**config.mk**
```make
export PLATFORM = sky130hd
export DESIGN_NAME = wbseq_top
export DESIGN_NICKNAME = d
export VERILOG_FILES = /design/src/rtl/wbseq_pkg.sv /design/src/rtl/wbseq_decode.sv /design/src/rtl/wbseq_step.sv /design/src/rtl/wbseq_track.sv /design/src/rtl/wbseq_top.sv
export SDC_FILE = /design/constraint.sdc
export NUM_CORES = 1
export LEC_CHECK = 0
export CAP_MARGIN = 20
export CORE_MARGIN = 4
export CORE_UTILIZATION = 47
export CTS_CLUSTER_SIZE = 24
export DETAILED_ROUTE_END_ITERATION = 7
export GPL_ROUTABILITY_DRIVEN = 0
export PLACE_DENSITY = 0.85
export SLEW_MARGIN = 30
export SYNTH_ARGS = -nofsm -noshare
export SYNTH_HDL_FRONTEND = slang
export SYNTH_SLANG_ARGS = --single-unit
```
**constraint.sdc**
```tcl
create_clock -name clk -period 4.4 [get_ports clk]
set_clock_uncertainty 0.1 [all_clocks]
set_input_delay 1.1 -clock clk [delete_from_list [all_inputs] [get_ports clk]]
set_output_delay 1.1 -clock clk [all_outputs]
set_load 0.005 [all_outputs]
```
**src/rtl/wbseq_pkg.sv**
```systemverilog
package wbseq_pkg;

  typedef enum logic [1:0] {
    K_NONE  = 2'd0,
    K_CONST = 2'd1,
    K_INCR  = 2'd2,
    K_LAST  = 2'd3
  } beat_kind_e;

  localparam logic [2:0] CTI_CLASSIC = 3'd0;
  localparam logic [2:0] CTI_CONST   = 3'd1;
  localparam logic [2:0] CTI_INCR    = 3'd2;
  localparam logic [2:0] CTI_END     = 3'd7;

  localparam logic [1:0] BTE_LINEAR = 2'd0;
  localparam logic [1:0] BTE_WRAP4  = 2'd1;
  localparam logic [1:0] BTE_WRAP8  = 2'd2;
  localparam logic [1:0] BTE_WRAP16 = 2'd3;

  localparam int NUM_WRAPS = 3;
  localparam int MIN_WRAP_BITS = 2;

  function automatic beat_kind_e classify(input logic [2:0] cti);
    beat_kind_e k;
    case (cti)
      CTI_CONST: k = K_CONST;
      CTI_INCR:  k = K_INCR;
      CTI_END:   k = K_LAST;
      default:   k = K_NONE;
    endcase
    return k;
  endfunction

endpackage

```
**src/rtl/wbseq_decode.sv**
```systemverilog
module wbseq_decode
  import wbseq_pkg::*;
(
  input  logic       cyc_i,
  input  logic       stb_i,
  input  logic       ack_i,
  input  logic [2:0] cti_i,
  output beat_kind_e kind_o,
  output logic       beat_o,
  output logic       burst_o
);

  assign kind_o  = classify(cti_i);
  assign beat_o  = cyc_i & stb_i & ack_i;
  assign burst_o = cyc_i & stb_i & (kind_o != K_NONE);

  always_comb begin
    if (burst_o) begin
      AST_BURST_QUALIFIED: assert (cyc_i && stb_i && (cti_i == 3'd1 || cti_i == 3'd2 || cti_i == 3'd7));
    end
  end

endmodule

```
**src/rtl/wbseq_step.sv**
```systemverilog
module wbseq_step
  import wbseq_pkg::*;
#(
  parameter int AW = 30
) (
  input  logic [AW-1:0] adr_i,
  input  logic [1:0]    bte_i,
  input  beat_kind_e    kind_i,
  output logic [AW-1:0] nxt_o
);

  logic [AW-1:0] lin_nxt;
  logic [AW-1:0] wrap_nxt [NUM_WRAPS];

  assign lin_nxt = adr_i + AW'(1);

  for (genvar g = 0; g < NUM_WRAPS; g++) begin : g_wrap
    localparam int LB = MIN_WRAP_BITS + g;
    localparam logic [AW-1:0] LMASK = (AW'(1) << LB) - AW'(1);
    assign wrap_nxt[g] = (adr_i & ~LMASK) | (lin_nxt & LMASK);
  end

  always_comb begin
    nxt_o = adr_i;
    if (kind_i == K_INCR) begin
      case (bte_i)
        BTE_WRAP4:  nxt_o = wrap_nxt[0];
        BTE_WRAP8:  nxt_o = wrap_nxt[1];
        BTE_WRAP16: nxt_o = wrap_nxt[2];
        default:    nxt_o = lin_nxt;
      endcase
    end
  end

  always_comb begin
    if (kind_i == K_INCR && bte_i != BTE_LINEAR) begin
      AST_WRAP_KEEPS_UPPER: assert ((nxt_o >> (int'(bte_i) + 1)) == (adr_i >> (int'(bte_i) + 1)));
    end
    if (kind_i == K_CONST) begin
      AST_CONST_NO_STEP: assert (nxt_o == adr_i);
    end
  end

endmodule

```
**src/rtl/wbseq_track.sv**
```systemverilog
module wbseq_track
  import wbseq_pkg::*;
#(
  parameter int AW = 30
) (
  input  logic          clk,
  input  logic          rst_n,
  input  logic          cyc_i,
  input  logic          we_i,
  input  logic          beat_i,
  input  beat_kind_e    kind_i,
  input  logic [AW-1:0] adr_i,
  input  logic [AW-1:0] step_i,
  output logic [AW-1:0] adr_q,
  output logic          vld_q
);

  logic dir_q;
  logic dir_break;
  logic predicts;

  assign dir_break = vld_q & (we_i != dir_q);
  assign predicts  = (kind_i == K_CONST) | (kind_i == K_INCR);

  always_ff @(posedge clk or negedge rst_n) begin
    if (!rst_n) begin
      adr_q <= '0;
      vld_q <= 1'b0;
      dir_q <= 1'b0;
    end else if (!cyc_i) begin
      vld_q <= 1'b0;
    end else if (beat_i) begin
      dir_q <= we_i;
      if (dir_break || !predicts) begin
        vld_q <= 1'b0;
      end else begin
        vld_q <= 1'b1;
        adr_q <= step_i;
      end
    end
  end

  AST_CONST_ECHO: assert property (@(posedge clk) disable iff (!rst_n)
    (cyc_i && beat_i && kind_i == K_CONST && !dir_break) |=> (adr_q == $past(adr_i) && vld_q));
  AST_END_DROPS: assert property (@(posedge clk) disable iff (!rst_n)
    (cyc_i && beat_i && kind_i == K_LAST) |=> (!vld_q && $stable(adr_q)));
  AST_RSV_DROPS: assert property (@(posedge clk) disable iff (!rst_n)
    (cyc_i && beat_i && kind_i == K_NONE) |=> (!vld_q && $stable(adr_q)));
  AST_IDLE_HOLDS: assert property (@(posedge clk) disable iff (!rst_n)
    (cyc_i && !beat_i) |=> ($stable(adr_q) && $stable(vld_q)));
  AST_DIR_BREAK: assert property (@(posedge clk) disable iff (!rst_n)
    (cyc_i && beat_i && dir_break) |=> (!vld_q && $stable(adr_q)));

endmodule

```
**src/rtl/wbseq_top.sv**
```systemverilog
module wbseq_top
  import wbseq_pkg::*;
#(
  parameter int AW = 30
) (
  input  logic          clk,
  input  logic          rst_n,
  input  logic          cyc_i,
  input  logic          stb_i,
  input  logic          we_i,
  input  logic [AW-1:0] adr_i,
  input  logic [2:0]    cti_i,
  input  logic [1:0]    bte_i,
  input  logic          ack_i,
  output logic [AW-1:0] next_adr_o,
  output logic          next_vld_o,
  output logic          burst_o
);

  beat_kind_e    kind;
  logic          beat;
  logic [AW-1:0] step_adr;

  wbseq_decode i_decode (
    .cyc_i   (cyc_i),
    .stb_i   (stb_i),
    .ack_i   (ack_i),
    .cti_i   (cti_i),
    .kind_o  (kind),
    .beat_o  (beat),
    .burst_o (burst_o)
  );

  wbseq_step #(.AW(AW)) i_step (
    .adr_i  (adr_i),
    .bte_i  (bte_i),
    .kind_i (kind),
    .nxt_o  (step_adr)
  );

  wbseq_track #(.AW(AW)) i_track (
    .clk    (clk),
    .rst_n  (rst_n),
    .cyc_i  (cyc_i),
    .we_i   (we_i),
    .beat_i (beat),
    .kind_i (kind),
    .adr_i  (adr_i),
    .step_i (step_adr),
    .adr_q  (next_adr_o),
    .vld_q  (next_vld_o)
  );

  AST_CYC_LOW_CLEARS: assert property (@(posedge clk) disable iff (!rst_n)
    !cyc_i |=> !next_vld_o);
  AST_LINEAR_STEP: assert property (@(posedge clk) disable iff (!rst_n)
    (beat && cti_i == CTI_INCR && bte_i == BTE_LINEAR && !next_vld_o)
      |=> (next_adr_o == $past(adr_i) + AW'(1)));

endmodule

```
==> impl_metrics.env <==
export IMPL_start_util=0.498
export IMPL_clk_pin_slew_ps=70
export IMPL_place_hpwl_um=3580
export IMPL_die_height_um=71.0
export IMPL_nets=326
export IMPL_clock_latency_ps=280
export IMPL_pwr_density_cell_nw_per_um2=392
export IMPL_fill_cells=296
export IMPL_syn_num_nets=249
export IMPL_numCtsBuffers=5
export IMPL_dr_pass1_iters=4
export IMPL_port_buffers=72
export IMPL_cts_num_sinks=32
export IMPL_crit_path_end_kind="primary output"
export IMPL_critPathKind="primary input to primary output"
export IMPL_cts_tree="yes"
export IMPL_post_route_period_util=0.874
export IMPL_track_usage=0.203
export IMPL_worstPathMaxFanout=2
export IMPL_final_setup_tns_ps=0
export IMPL_synth_area_leaders="dfrtp_1, xnor2_1, a21oi_1, nor2_1, xor2_1"
export IMPL_detailroute_wirelength_met3_um=405
export IMPL_synth_top_area_share=0.430
export IMPL_synth_area_per_cell_sq_um=9.09
export IMPL_combPwrFrac=0.371
export IMPL_avgRoutedWirePerCell_um=14.1
export IMPL_status="finished, final reports clean"
export IMPL_post_synth_num_cell_types=29
export IMPL_utilization=0.738
export IMPL_ys_ff_latch=32
export IMPL_wl_met2_um=2240
export IMPL_max_freq_mhz=260
export IMPL_drv_cap=0
export IMPL_viasPerCell=5.24
export IMPL_finalMaxSlewViolations=0
export IMPL_place_inst=323
export IMPL_p_int_w=0.000782
export IMPL_highest_layer="met4"
export IMPL_cts_root_buf="clkbuf_8"
export IMPL_leakagePower_nw=1.07
export IMPL_drt_wl_total_um=4670
export IMPL_htreeDepth=2
export IMPL_drc=0
export IMPL_slew_headroom=0.629
export IMPL_antenna_found_initial=0
export IMPL_seqPwrFrac=0.415
export IMPL_synth_warnings=0
export IMPL_grt_max_degree=42
export IMPL_synth_area_sq_um=1860
export IMPL_die_area_sq_um=5040
export IMPL_drive_gt1_frac=0.0813
export IMPL_switching_power_w=0.000301
export IMPL_grt_pass1_vias=1804
export IMPL_ios=73
export IMPL_num_rows=22
export IMPL_synthCells=205
export IMPL_grt_pass1_wl_um=8250
export IMPL_max_slew_worst_pin_slew_ps=551
export IMPL_cts_resized=0
export IMPL_required_ps=3200
export IMPL_route_layer_met1_wl_um=1970
export IMPL_setup_viol=0
export IMPL_syn2layout_area_growth_pct=48.2
export IMPL_cp_data_arrival_time_ps=2650
export IMPL_swShare=0.278
export IMPL_finalCriticalPeriod_ps=3850
export IMPL_drt_iter0_markers=66
export IMPL_hold_viol=0
export IMPL_rsz0062_at_grt="no"
export IMPL_overflow=0
export IMPL_max_vdd_ir_drop_mv=0.253
export IMPL_hold_buffers=0
export IMPL_cp_start_kind="primary input"
export IMPL_die_x_um=71.0
export IMPL_clock_path_buffers=2
export IMPL_postCtsSetupRepairBufs=0
export IMPL_finalNonFillerCells=331
export IMPL_synth_top_cell_by_area="dfrtp_1"
export IMPL_n_antenna_cell=0
export IMPL_min_path_type="flip-flop to flip-flop"
export IMPL_antenna_left=0
export IMPL_p_clk_frac=0.214
export IMPL_seq_area_frac_synth=0.430
export IMPL_vias=1733
export IMPL_core_area_sq_um=3740
==> per-layer routing <==
layer / vias up / global-route usage
met5: - / 0
met4: 0 / 0.0564
met3: 5 / 0.0625
met2: 69 / 0.338
met1: 803 / 0.254
li1: 856 / -
==> stage by stage <==
stage	hold WS, ps	area [sq um]	setup slack (ps)	total power (W)
floorplan	401	1860	1270	0.000576
global placement	404	2670	575	0.000848
detailed placement	417	2670	550	0.000862
CTS	430	2760	554	0.00110
global route	471	2760	467	0.00116
finish	421	2760	555	0.00108
==> final timing paths <==
kind / from / to / slack (ps) / depth (start not counted)
worst max-delay path: cti_i[2] / burst_o / 550 / 6
worst min-delay path: i_track.adr_q[17] / i_track.adr_q[17] / 420 / 2
worst max register to register: i_track.dir_q / i_track.adr_q[23] / 2680 / 5
worst min register to register: i_track.adr_q[17] / i_track.adr_q[17] / 420 / 2
max in group asynchronous: rst_n / i_track.adr_q[4] / 2790 / 2
min in group asynchronous: rst_n / i_track.adr_q[19] / 1110 / 2
==> sequential cells by signal, indices dropped and copies added, names as in the netlist <==
name and flops:
i_track.adr_q 30, i_track.vld_q 1, i_track.dir_q 1
==> cell usage after synthesis <==
cell and n:
mux2i_1 1, nand2_1 14, a31o_2 1, xnor2_1 21, dfrtp_1 32, nand3_2 1
buf_1 1, nor4_4 2, and3_1 3, nor3_1 5, or4_4 1, buf_6 1
nand4_2 2, clkbuf_1 5, nand3_1 10, nor4bb_1 1, nand2b_1 1, nor4_2 2
a21oi_1 31, inv_1 6, ha_1 3, nor2_1 38, nor4_1 2, and2b_1 1
and4_1 1, nand4bb_1 1, xor2_1 12, nand4_1 4, mux2_2 2
==> cell families (layout without fill, tap and decap cells) <==
logic type | Yosys count | in the layout | share of synthesized area
mux | 3 | 3 | 0.0174
flops | 32 | 32 | 0.430
simple gates | 89 | 89 | 0.260
compound gates | 32 | 32 | 0.0879
fa+ha+maj | 3 | 3 | 0.0201
buf+inv | 13 | 91 | 0.0302
xor+xnor | 33 | 33 | 0.155
==> power groups by stage <==
stage               clock [W]  sequential [W]  combinational, W
detailed placement          0        0.000455          0.000406
global placement            0        0.000451          0.000397
floorplan                   0        0.000458          0.000118
global route         0.000250        0.000467          0.000443
finish               0.000231        0.000450          0.000402
CTS                  0.000236        0.000451          0.000409
==> cells in the final DEF, fill, tap and decap left out, types with 3 or more instances in the layout <==
| cell | instances |
|---|---|
| nor2_1 | 38 |
| clkdlybuf4s50_1 | 72 |
| xor2_1 | 12 |
| clkbuf_8 | 6 |
| buf_4 | 4 |
| nand4_1 | 4 |
| dfrtp_1 | 32 |
| xnor2_1 | 21 |
| nand3_1 | 10 |
| and3_1 | 3 |
| a21oi_1 | 30 |
| ha_1 | 3 |
| nand2_1 | 14 |
| inv_1 | 6 |
| nor3_1 | 5 |
==> critical path, cell delays in order <==
cell and delay, ps:
clkdlybuf4s50_1 510, xnor2_1 120, nand2_1 90, ha_1 200, nor2_1 100, clkdlybuf4s50_1 510
==> area by class of cell <==
cell class / count / area, sq um / share of cell area
inverter: 6 / 22.5 / 0.00815
tap: 48 / 60.1 / 0.0217
timing repair buffer: 77 / 771 / 0.279
multi-input combinational: 160 / 1020 / 0.369
sequential: 32 / 801 / 0.290
clock buffer: 8 / 90.1 / 0.0326
No activity file was read; power rests on OpenSTA's default activity.
